`src/rtl/p2s_pkg.sv`:
```
package p2s_pkg;

    localparam int P2S_LANE  = 6;
    localparam int P2S_TRI_W = 4;

    typedef enum logic [1:0] {
        TRI_BUF = 2'd0,
        TRI_SDR = 2'd1,
        TRI_DDR = 2'd2
    } tri_mode_e;

    typedef enum logic {
        ROLE_MASTER = 1'b0,
        ROLE_SLAVE  = 1'b1
    } role_e;

    typedef struct packed {
        logic late;
        logic early;
    } slot_pair_t;

    function automatic bit data_width_ok(input bit ddr, input int w);
        if (ddr) return (w == 4) || (w == 6) || (w == 8) || (w == 10);
        return (w >= 2) && (w <= 8);
    endfunction

    function automatic bit needs_cascade(input int w);
        return w > P2S_LANE;
    endfunction

    function automatic bit tri_width_ok(input tri_mode_e tm, input bit ddr,
                                        input int dw, input int tw);
        if (tm == TRI_DDR) return (tw == 4) && ddr && (dw == 4);
        return tw == 1;
    endfunction

    function automatic bit cfg_legal(input bit ddr, input int w, input role_e role,
                                     input tri_mode_e tm, input int tw);
        bit role_ok;
        role_ok = (role == ROLE_MASTER) || needs_cascade(w);
        return data_width_ok(ddr, w) && role_ok && tri_width_ok(tm, ddr, w, tw);
    endfunction

    function automatic int local_bits(input role_e role, input int w);
        if (role == ROLE_SLAVE) return (w > P2S_LANE) ? (w - P2S_LANE) : 1;
        return (w > P2S_LANE) ? P2S_LANE : w;
    endfunction

endpackage

```
`src/rtl/p2s_data_shifter.sv`:
```
module p2s_data_shifter
    import p2s_pkg::*;
#(
    parameter bit    DDR_MODE = 1'b0,
    parameter int    WORD_W   = 4,
    parameter role_e ROLE     = ROLE_MASTER
) (
    input  logic                clk,
    input  logic                rst,
    input  logic                load,
    input  logic [P2S_LANE-1:0] par_d,
    input  logic [1:0]          casc_in,
    output slot_pair_t          pair,
    output logic [1:0]          casc_out
);
    localparam int  STEP     = DDR_MODE ? 2 : 1;
    localparam int  LOC      = local_bits(ROLE, WORD_W);
    localparam bit  USE_CASC = (ROLE == ROLE_MASTER) && (WORD_W > P2S_LANE);

    logic [LOC-1:0]  sreg;
    logic [LOC-1:0]  sreg_nxt;
    logic [STEP-1:0] fill;

    generate
        if (USE_CASC) begin : g_fill_casc
            assign fill = casc_in[STEP-1:0];
        end else begin : g_fill_zero
            assign fill = '0;
        end

        if (LOC > STEP) begin : g_shift_long
            assign sreg_nxt = {fill, sreg[LOC-1:STEP]};
        end else begin : g_shift_short
            assign sreg_nxt = fill;
        end

        if (LOC < P2S_LANE) begin : g_spare_lane
            logic unused_lane;
            assign unused_lane = ^par_d[P2S_LANE-1:LOC];
        end

        if (DDR_MODE) begin : g_out_ddr
            assign pair.early = sreg[0];
            assign pair.late  = sreg[1];
            assign casc_out   = sreg[1:0];
        end else begin : g_out_sdr
            logic unused_casc_hi;
            assign unused_casc_hi = casc_in[1];
            assign pair.early = sreg[0];
            assign pair.late  = sreg[0];
            assign casc_out   = {1'b0, sreg[0]};
        end

        if (!USE_CASC) begin : g_casc_idle
            logic unused_casc;
            assign unused_casc = ^casc_in;
        end
    endgenerate

    always_ff @(posedge clk) begin
        if (rst) begin
            sreg <= '0;
        end else if (load) begin
            sreg <= par_d[LOC-1:0];
        end else begin
            sreg <= sreg_nxt;
        end
    end

endmodule

```
`src/rtl/p2s_tri_shifter.sv`:
```
module p2s_tri_shifter
    import p2s_pkg::*;
#(
    parameter tri_mode_e TRI_MODE = TRI_SDR
) (
    input  logic                 clk,
    input  logic                 rst,
    input  logic                 load,
    input  logic [P2S_TRI_W-1:0] tri_d,
    output slot_pair_t           pair
);
    generate
        if (TRI_MODE == TRI_BUF) begin : g_buf
            logic unused_buf;
            assign unused_buf = ^{clk, load, tri_d[P2S_TRI_W-1:1]};
            assign pair.early = rst ? 1'b1 : tri_d[0];
            assign pair.late  = rst ? 1'b1 : tri_d[0];
        end else if (TRI_MODE == TRI_SDR) begin : g_held
            logic held;
            logic unused_held;
            assign unused_held = ^tri_d[P2S_TRI_W-1:1];
            always_ff @(posedge clk) begin
                if (rst)       held <= 1'b1;
                else if (load) held <= tri_d[0];
            end
            assign pair.early = held;
            assign pair.late  = held;
        end else begin : g_ddr
            logic [P2S_TRI_W-1:0] treg;
            always_ff @(posedge clk) begin
                if (rst)       treg <= '1;
                else if (load) treg <= tri_d;
                else           treg <= {2'b11, treg[P2S_TRI_W-1:2]};
            end
            assign pair.early = treg[0];
            assign pair.late  = treg[1];
        end
    endgenerate

endmodule

```
`src/rtl/par2ser_out.sv`:
```
module par2ser_out
    import p2s_pkg::*;
#(
    parameter bit        DDR_MODE = 1'b0,
    parameter int        WORD_W   = 4,
    parameter role_e     ROLE     = ROLE_MASTER,
    parameter tri_mode_e TRI_MODE = TRI_SDR,
    parameter int        TRI_W    = 1
) (
    input  logic                 clk,
    input  logic                 rst,
    input  logic                 div_tick,
    input  logic [P2S_LANE-1:0]  par_d,
    input  logic [P2S_TRI_W-1:0] tri_d,
    input  logic [1:0]           casc_in,
    output logic [1:0]           ser_q,
    output logic [1:0]           tri_q,
    output logic [1:0]           casc_out
);
    localparam bit CFG_OK = cfg_legal(DDR_MODE, WORD_W, ROLE, TRI_MODE, TRI_W);

    generate
        if (!CFG_OK) begin : g_bad_cfg
            $error("par2ser_out: illegal mode/width/role/enable configuration");
        end
    endgenerate

    slot_pair_t data_pair;
    slot_pair_t en_pair;

    p2s_data_shifter #(
        .DDR_MODE (DDR_MODE),
        .WORD_W   (WORD_W),
        .ROLE     (ROLE)
    ) u_data (
        .clk      (clk),
        .rst      (rst),
        .load     (div_tick),
        .par_d    (par_d),
        .casc_in  (casc_in),
        .pair     (data_pair),
        .casc_out (casc_out)
    );

    p2s_tri_shifter #(
        .TRI_MODE (TRI_MODE)
    ) u_en (
        .clk   (clk),
        .rst   (rst),
        .load  (div_tick),
        .tri_d (tri_d),
        .pair  (en_pair)
    );

    assign ser_q = rst ? 2'b00 : data_pair;
    assign tri_q = rst ? 2'b11 : en_pair;

endmodule

```
`config.mk`:
```
export PLATFORM = sky130hd
export DESIGN_NAME = par2ser_out
export DESIGN_NICKNAME = d
export VERILOG_FILES = /design/src/rtl/p2s_pkg.sv /design/src/rtl/p2s_data_shifter.sv /design/src/rtl/p2s_tri_shifter.sv /design/src/rtl/par2ser_out.sv
export SDC_FILE = /design/constraint.sdc
export NUM_CORES = 1
export LEC_CHECK = 0
export ABC_CLOCK_PERIOD_IN_PS = 880
export CORE_AREA = 4 4 41 43
export DETAILED_ROUTE_END_ITERATION = 10
export DIE_AREA = 0 0 45 47
export PLACE_DENSITY_LB_ADDON = 0.2
export REMOVE_ABC_BUFFERS = 1
export SLEW_MARGIN = 30
export SYNTH_ARGS = -nofsm -noshare
export SYNTH_HDL_FRONTEND = slang
export SYNTH_SLANG_ARGS = --single-unit
```
`constraint.sdc`:
```
create_clock -name clk -period 0.88 [get_ports clk]
set_clock_uncertainty 0.2 [all_clocks]
set_input_delay 0.176 -clock clk [delete_from_list [all_inputs] [get_ports clk]]
set_output_delay 0.176 -clock clk [all_outputs]
set_load 0.01 [all_outputs]
```
# [Word-level counts from Yosys, hierarchy flattened]
# Cells that the tools add are included.
[word_totals] wordCells=8 reg_bits=5 out_inout_bits=6
[classes] mux=3 bitwise_logic=1 reduce_logical=1
[ops] operator="$mux W2" n=2
[ops] operator="$mux W3" n=1
[ops] operator="$reduce_or A2 Y1" n=1
[ops] operator="$not A1 Y1" n=1

# [Logic depth before layout (Yosys ltp)]
[logic_depth] ltp_word=2 depth_mapped=3 mapped_depth_nobuf=2

# [Cells and area by module]
# From an unflattened synthesis, not the netlist that was laid out.
[unflattened] cells_unflattened=25 area_unflattened_um2=240.2
[modules_own_cells] mod="p2s_data_shifter" cells_per_inst=16 seq_area_each_um2=80.1 n_inst=1 area_each_um2=165.2
[modules_own_cells] mod="p2s_tri_shifter" cells_per_inst=5 seq_area_each_um2=20.0 n_inst=1 area_each_um2=50.0
[modules_own_cells] mod="par2ser_out" cells_per_inst=4 seq_area_each_um2=0.0 n_inst=1 area_each_um2=25.0

# [Worst setup path before layout]
# No wires, ideal clock.
[synth_path] path_kind="reg2out" start="register u_data.sreg[0]" end="output ser_q[1]" setup_slack_ns=-0.208 path_buffers=1 arrival_ns=0.712 required_ns=0.504 stages_incl_launch_ff=3 path_cell_list="dfxtp_1 -> nor2b_1 -> buf_4"
[synth_between] elab_chain_cells=1
[synth_lines] element="from (decl)" line_no="p2s_data_shifter.sv:20" text="logic [LOC-1:0] sreg;"
[synth_lines] element="from (signal assigned)" line_no="p2s_data_shifter.sv:64" text="sreg <= par_d[LOC-1:0];"
[synth_lines] element="from (signal assigned)" line_no="p2s_data_shifter.sv:66" text="sreg <= sreg_nxt;"
[synth_lines] element="$mux W2" line_no="par2ser_out.sv:55" text="assign ser_q = rst ? 2'b00 : data_pair;"
[synth_lines] element="to (decl)" line_no="par2ser_out.sv:16" text="output logic [1:0] ser_q,"
# No other way between the ends.

# [Final worst setup path]
[layout_path] start="register u_en.g_held.held" end="output tri_q[1]"
[layout_between] elab_chain_cells=1
[layout_lines] element="from (decl)" line_no="p2s_tri_shifter.sv:19" text="logic held;"
[layout_lines] element="from (signal assigned)" line_no="p2s_tri_shifter.sv:24" text="else if (load) held <= tri_d[0];"
[layout_lines] element="$mux W2" line_no="par2ser_out.sv:56" text="assign tri_q = rst ? 2'b11 : en_pair;"
[layout_lines] element="to (decl)" line_no="par2ser_out.sv:17" text="output logic [1:0] tri_q,"
# No other way between the ends.

==> summary by stage <==
Layout
After routing the design area is 362 sq um. At the end of the flow the core is filled with cells to 0.278. In the layout the commonest cells are clkdlybuf4s50_1 (5), buf_6 (4), dfxtp_1 (4). The count of antenna diodes in the layout is 0.

The final net count is 51. The layout overhead on the synthesized area is 62.4%. The most common library cell in the layout ignoring fill and taps is clkdlybuf4s50_1. After filler insertion, the fill cell instance count of the layout stands at roughly 150. In the final layout, the share of cells above drive strength 1 is 0.371.

Clocking
TritonCTS built the clock tree. After clock tree synthesis, the clock-pin slew on the worst setup and hold paths is roughly 0.040 ns. The worst-skew pair later-pin latency is between 0.2 and 0.25 ns.

The clock sink total is 5. The maximum buffer depth of the clock tree is 2. The clock root buffer is clkbuf_4.

The number of CTS-inserted buffers is 3. The maximum level of the CTS H-tree is 1.

Logic synthesis
After synthesis, the mean cell area works out to around 10 sq um. The cell count after synthesis is 22. The synthesized netlist contains 10 unique library cells. The sequential-to-total area share from yosys stat is 0.449. The yosys synthesis warning count is 0. After synthesis the cells add up to around 220 sq um. The synthesized design contains 5 register bits.

GRT
The total track usage is 0.0546. The pin count of the biggest net entering global routing is 7. The via count of the first global-routing pass is ~180. Global routing finished with a remaining overflow of 0. The first global-routing pass estimated 724 um of wire.

The initial antenna violation count is 0.

Die
The floorplan has 13 rows. The floorplan step set the die width to 45 um. The vertical die dimension is between 40 and 50 um. The overall die area is roughly 2100 sq um. The initial utilization of the core area, before any placement, comes to 0.171. The core region is roughly 1300 sq um. The number of I/O pins is 21.

Power and ir drop
The total power density per cell area is around 1700 nW/um^2. The peak supply drop is roughly 0.71 mV. In this run the static leakage power is between 0.00015 and 0.0002 uW.

Placed design
The count of input and output buffers is 12. The area after detailed placement is about 330 sq um. At the placement stage, the worst setup path has a slack of -0.835 ns. At the end of routability-driven placement, the weighted congestion stood at between 0.6 and 0.7.

Critical path
STA classifies the critical path startpoint as a flip-flop. STA classifies the critical path endpoint as a primary output. Traced cell by cell, the critical path runs through or2_1 > buf_2.

The worst endpoint data arrival time is around 0.9 ns. The longest individual stage delay on the worst path is roughly 0.29 ns. The critical path is of the flip-flop to primary output type.

The biggest fanout along the worst timing path is 2. The cell type of the slowest stage on the worst timing path is dfxtp_1. STA puts the critical path data required time at about 0.50 ns.

Route
Signal routing reaches up to met3. Wire segments on met2 add up to between 150 and 200 um in the final route. The met1 wire length is ~220 um. The count of nets left with antenna violations once routing finished came out at 0. The wire length per cell after detailed routing is ~9.5 um. The number of DRC violations after detailed routing is 0. The detailed-routing iteration count for the pre-antenna-repair pass is 4. In the routed layout, each cell is associated on average with a via count of 3.64.

The total number of vias is roughly 180. The iteration-0 DRC count of the detailed router is 3. The met3 routed wirelength is ~79 um. The total wire length is roughly 470 um.

Run
The max-capacitance violation count is 0.

Hold path
The type of the worst min-delay path is primary input to flip-flop.

Timing
The final count of negative-setup-slack endpoints is 6. The number of pins exceeding their max-slew limit in the final report was 0. Timing would allow up to 795 MHz.

Setup repair after global routing could not meet its margin everywhere. The final worst setup slack is -0.379 ns. The final-layout worst hold slack is approximately 0.089 ns. The final count of hold timing violations is 0. In the finished design, the share of the clock period the worst path needs comes to 1.43. For the finished layout, the period the worst path requires is approximately 1.3 ns.

Outcome
The checks that failed: setup timing. The flow ran to the end, but the final reports show violations.
[cell usage after synthesis]
library cell | n | share of area
or2_1 | 1 | 0.028
and3b_1 | 1 | 0.039
a211o_1 | 1 | 0.039
conb_1 | 1 | 0.017
buf_4 | 4 | 0.13
dfxtp_1 | 5 | 0.45
buf_6 | 1 | 0.051
nor2_1 | 3 | 0.051
nor2b_1 | 2 | 0.056
mux2i_1 | 3 | 0.13
[worst max-delay path: cells and delay by family, from the launching register on]
kind                   cells  cell delay (ns)
buffers and inverters      1             0.14
DFF                        1             0.29
and+or+nand+nor            1             0.21
[flip-flops by register name (all words and copies together) (netlist names)]
signal / count
u_en.g_held.held: 1
u_data.sreg: 4
[layer usage]
layer	global-route usage	vias up
met3	0.0613	0
met5	0	-
met1	0.0526	75
met2	0.0678	13
met4	0.0351	0
li1	-	94
[repair_timing]
item                                    in CTS  in global routing
hold buffers                                 0                  0
endpoints found under the setup margin      10                  7
pin swaps                                    1                  0
gates resized for setup                     29                  2
setup buffers                                0                  1
[power by group]
group / switching (uW) / internal, uW
combinational: 34.9 / 60.6
clock: 87.6 / 171
sequential: 4.57 / 241
[through the flow]
step           std cells  TNS, ns  power [uW]
3_3_place_gp          45    -6.05         340
6_report              50    -1.76         600
3_5_place_dp          45    -6.22         341
4_1_cts               49    -1.72         611
5_1_grt               50    -2.05         649
2_1_floorplan         17   -0.578         276
[cell type report]
cell class                 count  area, sq um  area share
clock buffer                   4         26.3      0.0727
multi-input combinational     12         88.8       0.246
sequential                     5          101       0.280
tap                           15         18.8      0.0519
timing repair buffer          14          126       0.349
[cell families (layout without fill, tap and decap cells)]
logic type / after synthesis / count (layout) / synth area share
other cells: 1 / 1 / 0.0168
flops: 5 / 5 / 0.449
buf+inv: 5 / 18 / 0.185
mux: 3 / 3 / 0.135
simple gates: 7 / 7 / 0.174
compound gates: 1 / 1 / 0.0393
[final timing paths]
kind | from | end | slack (ns) | depth (start not counted)
worst max-delay path | u_en.g_held.held$_SDFFE_PP1P_ | tri_q[1] | -0.38 | 2
worst min register to register | u_data.sreg[1]$_SDFF_PP0_ | u_data.sreg[0]$_SDFF_PP0_ | 0.26 | 2
worst min-delay path | div_tick | u_en.g_held.held$_SDFFE_PP1P_ | 0.09 | 2
worst max register to register | u_en.g_held.held$_SDFFE_PP1P_ | u_en.g_held.held$_SDFFE_PP1P_ | -0.06 | 2
(Power assumes the default switching activity.)
